### src/rtl/szalu_pkg.sv
package szalu_pkg;
   localparam int FLAG_W = 6;
   localparam int F_CF = 0;
   localparam int F_PF = 1;
   localparam int F_AF = 2;
   localparam int F_ZF = 3;
   localparam int F_SF = 4;
   localparam int F_OF = 5;

   typedef enum logic [2:0] {
      OP_ADD  = 3'd0,
      OP_ADC  = 3'd1,
      OP_SUB  = 3'd2,
      OP_SBB  = 3'd3,
      OP_AND  = 3'd4,
      OP_OR   = 3'd5,
      OP_XOR  = 3'd6,
      OP_CMOV = 3'd7
   } alu_op_e;
endpackage

### src/rtl/szalu_lanes.sv
module szalu_lanes #(
   parameter int DATA_W = 64,
   localparam int NBYTES = DATA_W / 8,
   localparam int IDX_W = $clog2(DATA_W)
) (
   input  logic [3:0]        width_sel,
   output logic [DATA_W-1:0] lane_mask,
   output logic [IDX_W-1:0]  top_bit
);
   localparam int CNT_W = $clog2(NBYTES) + 1;

   if (DATA_W != 64) begin : g_bad_width
      $error("szalu_lanes: DATA_W must be 64");
   end

   logic [CNT_W-1:0] nbytes;

   always_comb begin
      case (width_sel)
         4'd1:    nbytes = CNT_W'(1);
         4'd2:    nbytes = CNT_W'(2);
         4'd4:    nbytes = CNT_W'(4);
         default: nbytes = CNT_W'(NBYTES);
      endcase
   end

   for (genvar g = 0; g < NBYTES; g++) begin : g_lane
      assign lane_mask[g*8 +: 8] = {8{CNT_W'(g) < nbytes}};
   end

   assign top_bit = IDX_W'((32'(nbytes) * 8) - 1);
endmodule

### src/rtl/szalu_cond.sv
module szalu_cond
   import szalu_pkg::*;
(
   input  logic [FLAG_W-1:0] cur_flags,
   input  logic [3:0]        cond,
   output logic              take
);
   logic raw;

   always_comb begin
      case (cond[3:1])
         3'd0: raw = 1'b1;
         3'd1: raw = cur_flags[F_CF];
         3'd2: raw = cur_flags[F_ZF];
         3'd3: raw = cur_flags[F_SF];
         3'd4: raw = cur_flags[F_OF];
         3'd5: raw = cur_flags[F_PF];
         3'd6: raw = cur_flags[F_CF] | cur_flags[F_ZF];
         default: raw = cur_flags[F_SF] ^ cur_flags[F_OF];
      endcase
   end

   assign take = raw ^ cond[0];
endmodule

### src/rtl/szalu_core.sv
module szalu_core
   import szalu_pkg::*;
#(
   parameter int DATA_W = 64,
   localparam int IDX_W = $clog2(DATA_W)
) (
   input  alu_op_e           op,
   input  logic [DATA_W-1:0] opa,
   input  logic [DATA_W-1:0] opb,
   input  logic [DATA_W-1:0] dst_old,
   input  logic [DATA_W-1:0] lane_mask,
   input  logic [IDX_W-1:0]  top_bit,
   input  logic              cf_in,
   input  logic              take,
   output logic [DATA_W-1:0] merged,
   output logic [FLAG_W-1:0] new_flags,
   output logic              flag_wen
);
   logic              is_sub;
   logic              is_logic;
   logic [DATA_W-1:0] b_eff;
   logic              cin;
   logic [DATA_W:0]   sum;
   logic [DATA_W:0]   cv;
   logic [IDX_W:0]    out_pos;
   logic              c_out;
   logic              c_top;
   logic [DATA_W-1:0] raw;

   assign is_sub   = (op == OP_SUB) || (op == OP_SBB);
   assign is_logic = (op == OP_AND) || (op == OP_OR) || (op == OP_XOR);
   assign b_eff    = is_sub ? ~opb : opb;

   always_comb begin
      case (op)
         OP_ADC:  cin = cf_in;
         OP_SUB:  cin = 1'b1;
         OP_SBB:  cin = ~cf_in;
         default: cin = 1'b0;
      endcase
   end

   assign sum     = {1'b0, opa} + {1'b0, b_eff} + {{DATA_W{1'b0}}, cin};
   assign cv      = {sum[DATA_W], opa ^ b_eff ^ sum[DATA_W-1:0]};
   assign out_pos = {1'b0, top_bit} + (IDX_W+1)'(1);
   assign c_out   = cv[out_pos];
   assign c_top   = cv[{1'b0, top_bit}];

   always_comb begin
      case (op)
         OP_AND:  raw = opa & opb;
         OP_OR:   raw = opa | opb;
         OP_XOR:  raw = opa ^ opb;
         OP_CMOV: raw = opb;
         default: raw = sum[DATA_W-1:0];
      endcase
   end

   always_comb begin
      if (op == OP_CMOV && !take)
         merged = dst_old;
      else
         merged = (dst_old & ~lane_mask) | (raw & lane_mask);
   end

   always_comb begin
      new_flags        = '0;
      new_flags[F_ZF]  = ((raw & lane_mask) == '0);
      new_flags[F_SF]  = raw[top_bit];
      new_flags[F_PF]  = ~^raw[7:0];
      if (!is_logic) begin
         new_flags[F_CF] = c_out ^ is_sub;
         new_flags[F_AF] = cv[4] ^ is_sub;
         new_flags[F_OF] = c_top ^ c_out;
      end
   end

   assign flag_wen = (op != OP_CMOV);
endmodule

### src/rtl/szalu_stage.sv
module szalu_stage
   import szalu_pkg::*;
#(
   parameter int DATA_W = 64,
   parameter int IMM_W  = 8
) (
   input  logic              clk,
   input  logic              rst_n,
   input  logic              req_vld,
   input  logic [2:0]        op,
   input  logic              imm_sel,
   input  logic [3:0]        width_sel,
   input  logic [DATA_W-1:0] src_a,
   input  logic [DATA_W-1:0] src_b,
   input  logic [IMM_W-1:0]  imm,
   input  logic [DATA_W-1:0] dst_old,
   input  logic [5:0]        flag_sel,
   input  logic [3:0]        cond,
   output logic              res_vld,
   output logic [DATA_W-1:0] res_data,
   output logic [5:0]        flags
);
   localparam int IDX_W = $clog2(DATA_W);

   if (IMM_W > DATA_W) begin : g_bad_imm
      $error("szalu_stage: IMM_W wider than DATA_W");
   end

   logic [DATA_W-1:0] lane_mask;
   logic [IDX_W-1:0]  top_bit;
   logic [DATA_W-1:0] opb;
   logic              take;
   logic [DATA_W-1:0] merged;
   logic [FLAG_W-1:0] new_flags;
   logic              flag_wen;
   logic [FLAG_W-1:0] flags_q;
   logic [DATA_W-1:0] res_q;
   logic              vld_q;

   assign opb = imm_sel ? {{(DATA_W-IMM_W){1'b0}}, imm} : src_b;

   szalu_lanes #(.DATA_W(DATA_W)) u_lanes (
      .width_sel (width_sel),
      .lane_mask (lane_mask),
      .top_bit   (top_bit)
   );

   szalu_cond u_cond (
      .cur_flags (flags_q),
      .cond      (cond),
      .take      (take)
   );

   szalu_core #(.DATA_W(DATA_W)) u_core (
      .op        (alu_op_e'(op)),
      .opa       (src_a),
      .opb       (opb),
      .dst_old   (dst_old),
      .lane_mask (lane_mask),
      .top_bit   (top_bit),
      .cf_in     (flags_q[F_CF]),
      .take      (take),
      .merged    (merged),
      .new_flags (new_flags),
      .flag_wen  (flag_wen)
   );

   always_ff @(posedge clk or negedge rst_n) begin
      if (!rst_n) begin
         vld_q   <= 1'b0;
         res_q   <= '0;
         flags_q <= '0;
      end else begin
         vld_q <= req_vld;
         if (req_vld) begin
            res_q <= merged;
            if (flag_wen)
               flags_q <= (flag_sel & new_flags) | (~flag_sel & flags_q);
         end
      end
   end

   assign res_vld  = vld_q;
   assign res_data = res_q;
   assign flags    = flags_q;
endmodule

### config.mk
export PLATFORM = sky130hd
export DESIGN_NAME = szalu_stage
export DESIGN_NICKNAME = d
export VERILOG_FILES = /design/src/rtl/szalu_pkg.sv /design/src/rtl/szalu_lanes.sv /design/src/rtl/szalu_cond.sv /design/src/rtl/szalu_core.sv /design/src/rtl/szalu_stage.sv
export SDC_FILE = /design/constraint.sdc
export NUM_CORES = 1
export LEC_CHECK = 0
export ABC_CLOCK_PERIOD_IN_PS = 6600
export BUFFER_PORTS_ARGS = -buffer_cell sky130_fd_sc_hd__buf_2
export CELL_PAD_IN_SITES_DETAIL_PLACEMENT = 2
export CELL_PAD_IN_SITES_GLOBAL_PLACEMENT = 2
export CORE_UTILIZATION = 23
export CTS_CLUSTER_DIAMETER = 100
export DETAILED_ROUTE_END_ITERATION = 10
export PLACE_DENSITY = 0.69
export SYNTH_ARGS = -nofsm -noshare
export SYNTH_HDL_FRONTEND = slang
export SYNTH_SLANG_ARGS = --single-unit
### constraint.sdc
create_clock -name clk -period 6.6 [get_ports clk]
set_input_delay 0.66 -clock clk [delete_from_list [all_inputs] [get_ports clk]]
set_output_delay 0.66 -clock clk [all_outputs]
set_load 0.005 [all_outputs]
==> metrics <==
die area 60600 sq um; Ports 292; Via density 5.18; FF+latch count, synth 71; Max-Cap Viols 0; Final Net Count 2430; Fin Hold WS 0.175 ns; drt pass-1 iters 5; CTS H-tree depth 3; sum of buffers and inverters on the critical path 2; Tightest Pin Transition 1.15 ns; share of cells above drive strength 1 22.6%; GP Congestion 0.947; Starting DRT DRC Count 618; ranking of synthesized cells by area ha_1, dfrtp_1, xnor2_1; Crit. End Element flop; clock transition at the registers of the reported paths 0.06 ns; Max Clk Rate 0.181 GHz; vias in the first global route 16.0k; Worst EP arrival 5.80 ns; Clock Sinks 71; global-route usage over all layers 22.4%; synthesized area 13700 sq um; max_slew headroom 23.1%; VDD IR max 0.000134 V; Synth area leader ha_1; metal3 WL 1.89 mm; starting density of the core 23.3%; Distinct cells, synth 95; row cnt 89; Max Root-Sink Buffers 2; grt total ovfl 0; Worst EP required 6.88 ns; clock skew 0.00458 ns; synthesized netlist cell count 1791; Post-CTS Resized 0; PortBufs 291; CP cell instances buf_2, mux2i_1, inv_1, xnor2_1, fa_1, fa_1, a211oi_2, o31ai_4, o211ai_1, nand2_1, a41oi_1, xnor2_1, o21ai_0, nand2_1, o21ai_0, o2111ai_1, nor4_2, a32o_2; syn_area_per_cell 7.65 sq um; area growth from synthesis to layout 18.5%; Synth top area share 17.8%; number of CTS-inserted buffers 9; Final Max Tran Viols 0; Skew-Pair Late Insertion Delay 0.34 ns; RSZ-0062 raised after global routing false; Pleak 7.46 nW; non-filler cells, final 2790; die width 246 um; root buffer cell clkbuf_16; Period minus WS final 5.52 ns; Post-synth ARST share 100%; max incr delay on CP 0.68 ns; register area share after synthesis 13.0%; Final ANT Viol Nets 0; Crit Path Category in -> reg; Post-synth EDFFs 0; commonest non-fill, non-tap cell in the layout buf_2; post-cts hold buffer count 0; Worst setup SP type input port; Final setup viols 0; total number of vias 14.4k; Hold Path Class in -> async; status finished clean; Placeable Area 58900 sq um; Final Hold Vio Count 0; global-route wire length before repair 101 mm; # DRC 0; Die Y-Extent 246 um; pwr/cell area 182 nW/um^2; routed wl met2 36.6 mm; Syn. warnings 0; most frequent cells in the layout buf_2, ha_1, inv_1; largest net degree at the start of global routing 90; Post-Synthesis Net Count 2209; dpl hpwl 57.5 mm; total power 0.00296 W; CTS tree built; WL met1 28.4 mm; DR WL/cell 24.7 um; Tcrit/Tclk final 83.7%; Cells after DPL 2774; Synth Flop Type dfrtp_1; crit path max fanout 5; DR top layer met5; total routed wirelength 68.9 mm; initial antenna violation count 5; postcts setup bufs 0; Slowest cell on crit path o21ai_0; Top delay family on crit path compound AO/OA/AOI/OAI gates; Sum Neg Setup Slack 0 ns
## Yosys cell counts (13+ instances only)
master / n
a211oi_1: 24
a21o_1: 19
a21oi_1: 155
a22oi_1: 20
a31oi_1: 18
buf_1: 13
buf_2: 27
clkbuf_1: 66
dfrtp_1: 71
ha_1: 195
inv_1: 177
mux2_2: 55
mux2i_1: 29
mux4_2: 29
nand2_1: 163
nand2b_1: 17
nand3_1: 14
nand4_1: 29
nor2_1: 130
nor2b_1: 59
nor3_1: 19
o211ai_1: 21
o21ai_0: 121
o21ai_1: 13
xnor2_1: 99
xor2_1: 33
## sequential cells by signal (all words and copies together), names as in the netlist, named ones only
signal and cells:
res_vld 1, res_data 64
## through the flow
| stage | worst slack (ns) | utilization, % | instance area [sq um] |
|---|---|---|---|
| after global placement | 0.755 | 27.1 | 15900 |
| final | 1.08 | 27.6 | 16200 |
| after detailed placement | 0.722 | 27.1 | 15900 |
| after global routing | 0.735 | 27.6 | 16200 |
| after CTS | 1.07 | 27.6 | 16200 |
| after floorplan | 0.650 | - | 13700 |
## layer usage
metal	global-route usage, %	vias up
li1	-	6743
met1	26.0	7309
met2	43.0	312
met3	1.70	81
met4	6.28	2
met5	0	-
## final cells by class
cell class / instances / area [sq um]
Tap cell: 773 / 967
Fill cell: 6927 / 42700
Multi-Input combinational cell: 1432 / 10800
Inverter: 179 / 672
Clock buffer: 12 / 256
Antenna cell: 1 / 2.50
Timing Repair Buffer: 319 / 1700
Clock inverter: 3 / 42.5
Sequential cell: 71 / 1780
## cell families (layout without fill, tap and decap cells)
| group | Yosys count | count (layout) | share of synthesized area (%) |
|---|---|---|---|
| flip-flops | 71 | 71 | 13.0 |
| AND/OR/NAND/NOR | 485 | 485 | 17.1 |
| buffers and inverters | 288 | 513 | 8.20 |
| XOR/XNOR | 132 | 132 | 8.43 |
| AO/OA/AOI/OAI | 502 | 502 | 23.5 |
| adder cells (fa/ha/maj) | 197 | 197 | 18.1 |
| multiplexers | 116 | 116 | 11.7 |
| other | 0 | 1 | 0 |
## where the power goes
part	switching [W]	internal [W]
Combinational	0.00114	0.000708
Clock	0.000197	0.000311
Sequential	0.0000622	0.000540
Total	0.00140	0.00156
## worst paths after layout
kind / cells past startpoint / slack, ns / end / from
worst max-delay path: 18 / 1.08 / flop / imm_sel
worst min-delay path: 1 / 0.18 / res_data[47] / rst_n
worst max register to register: 17 / 1.43 / flop / flop
worst min register to register: 1 / 0.50 / res_data[59] / res_data[59]
max in group asynchronous: 2 / 5.34 / res_data[11] / rst_n
min in group clk: 1 / 0.50 / res_data[59] / res_data[59]
(Power assumes the default switching activity.)
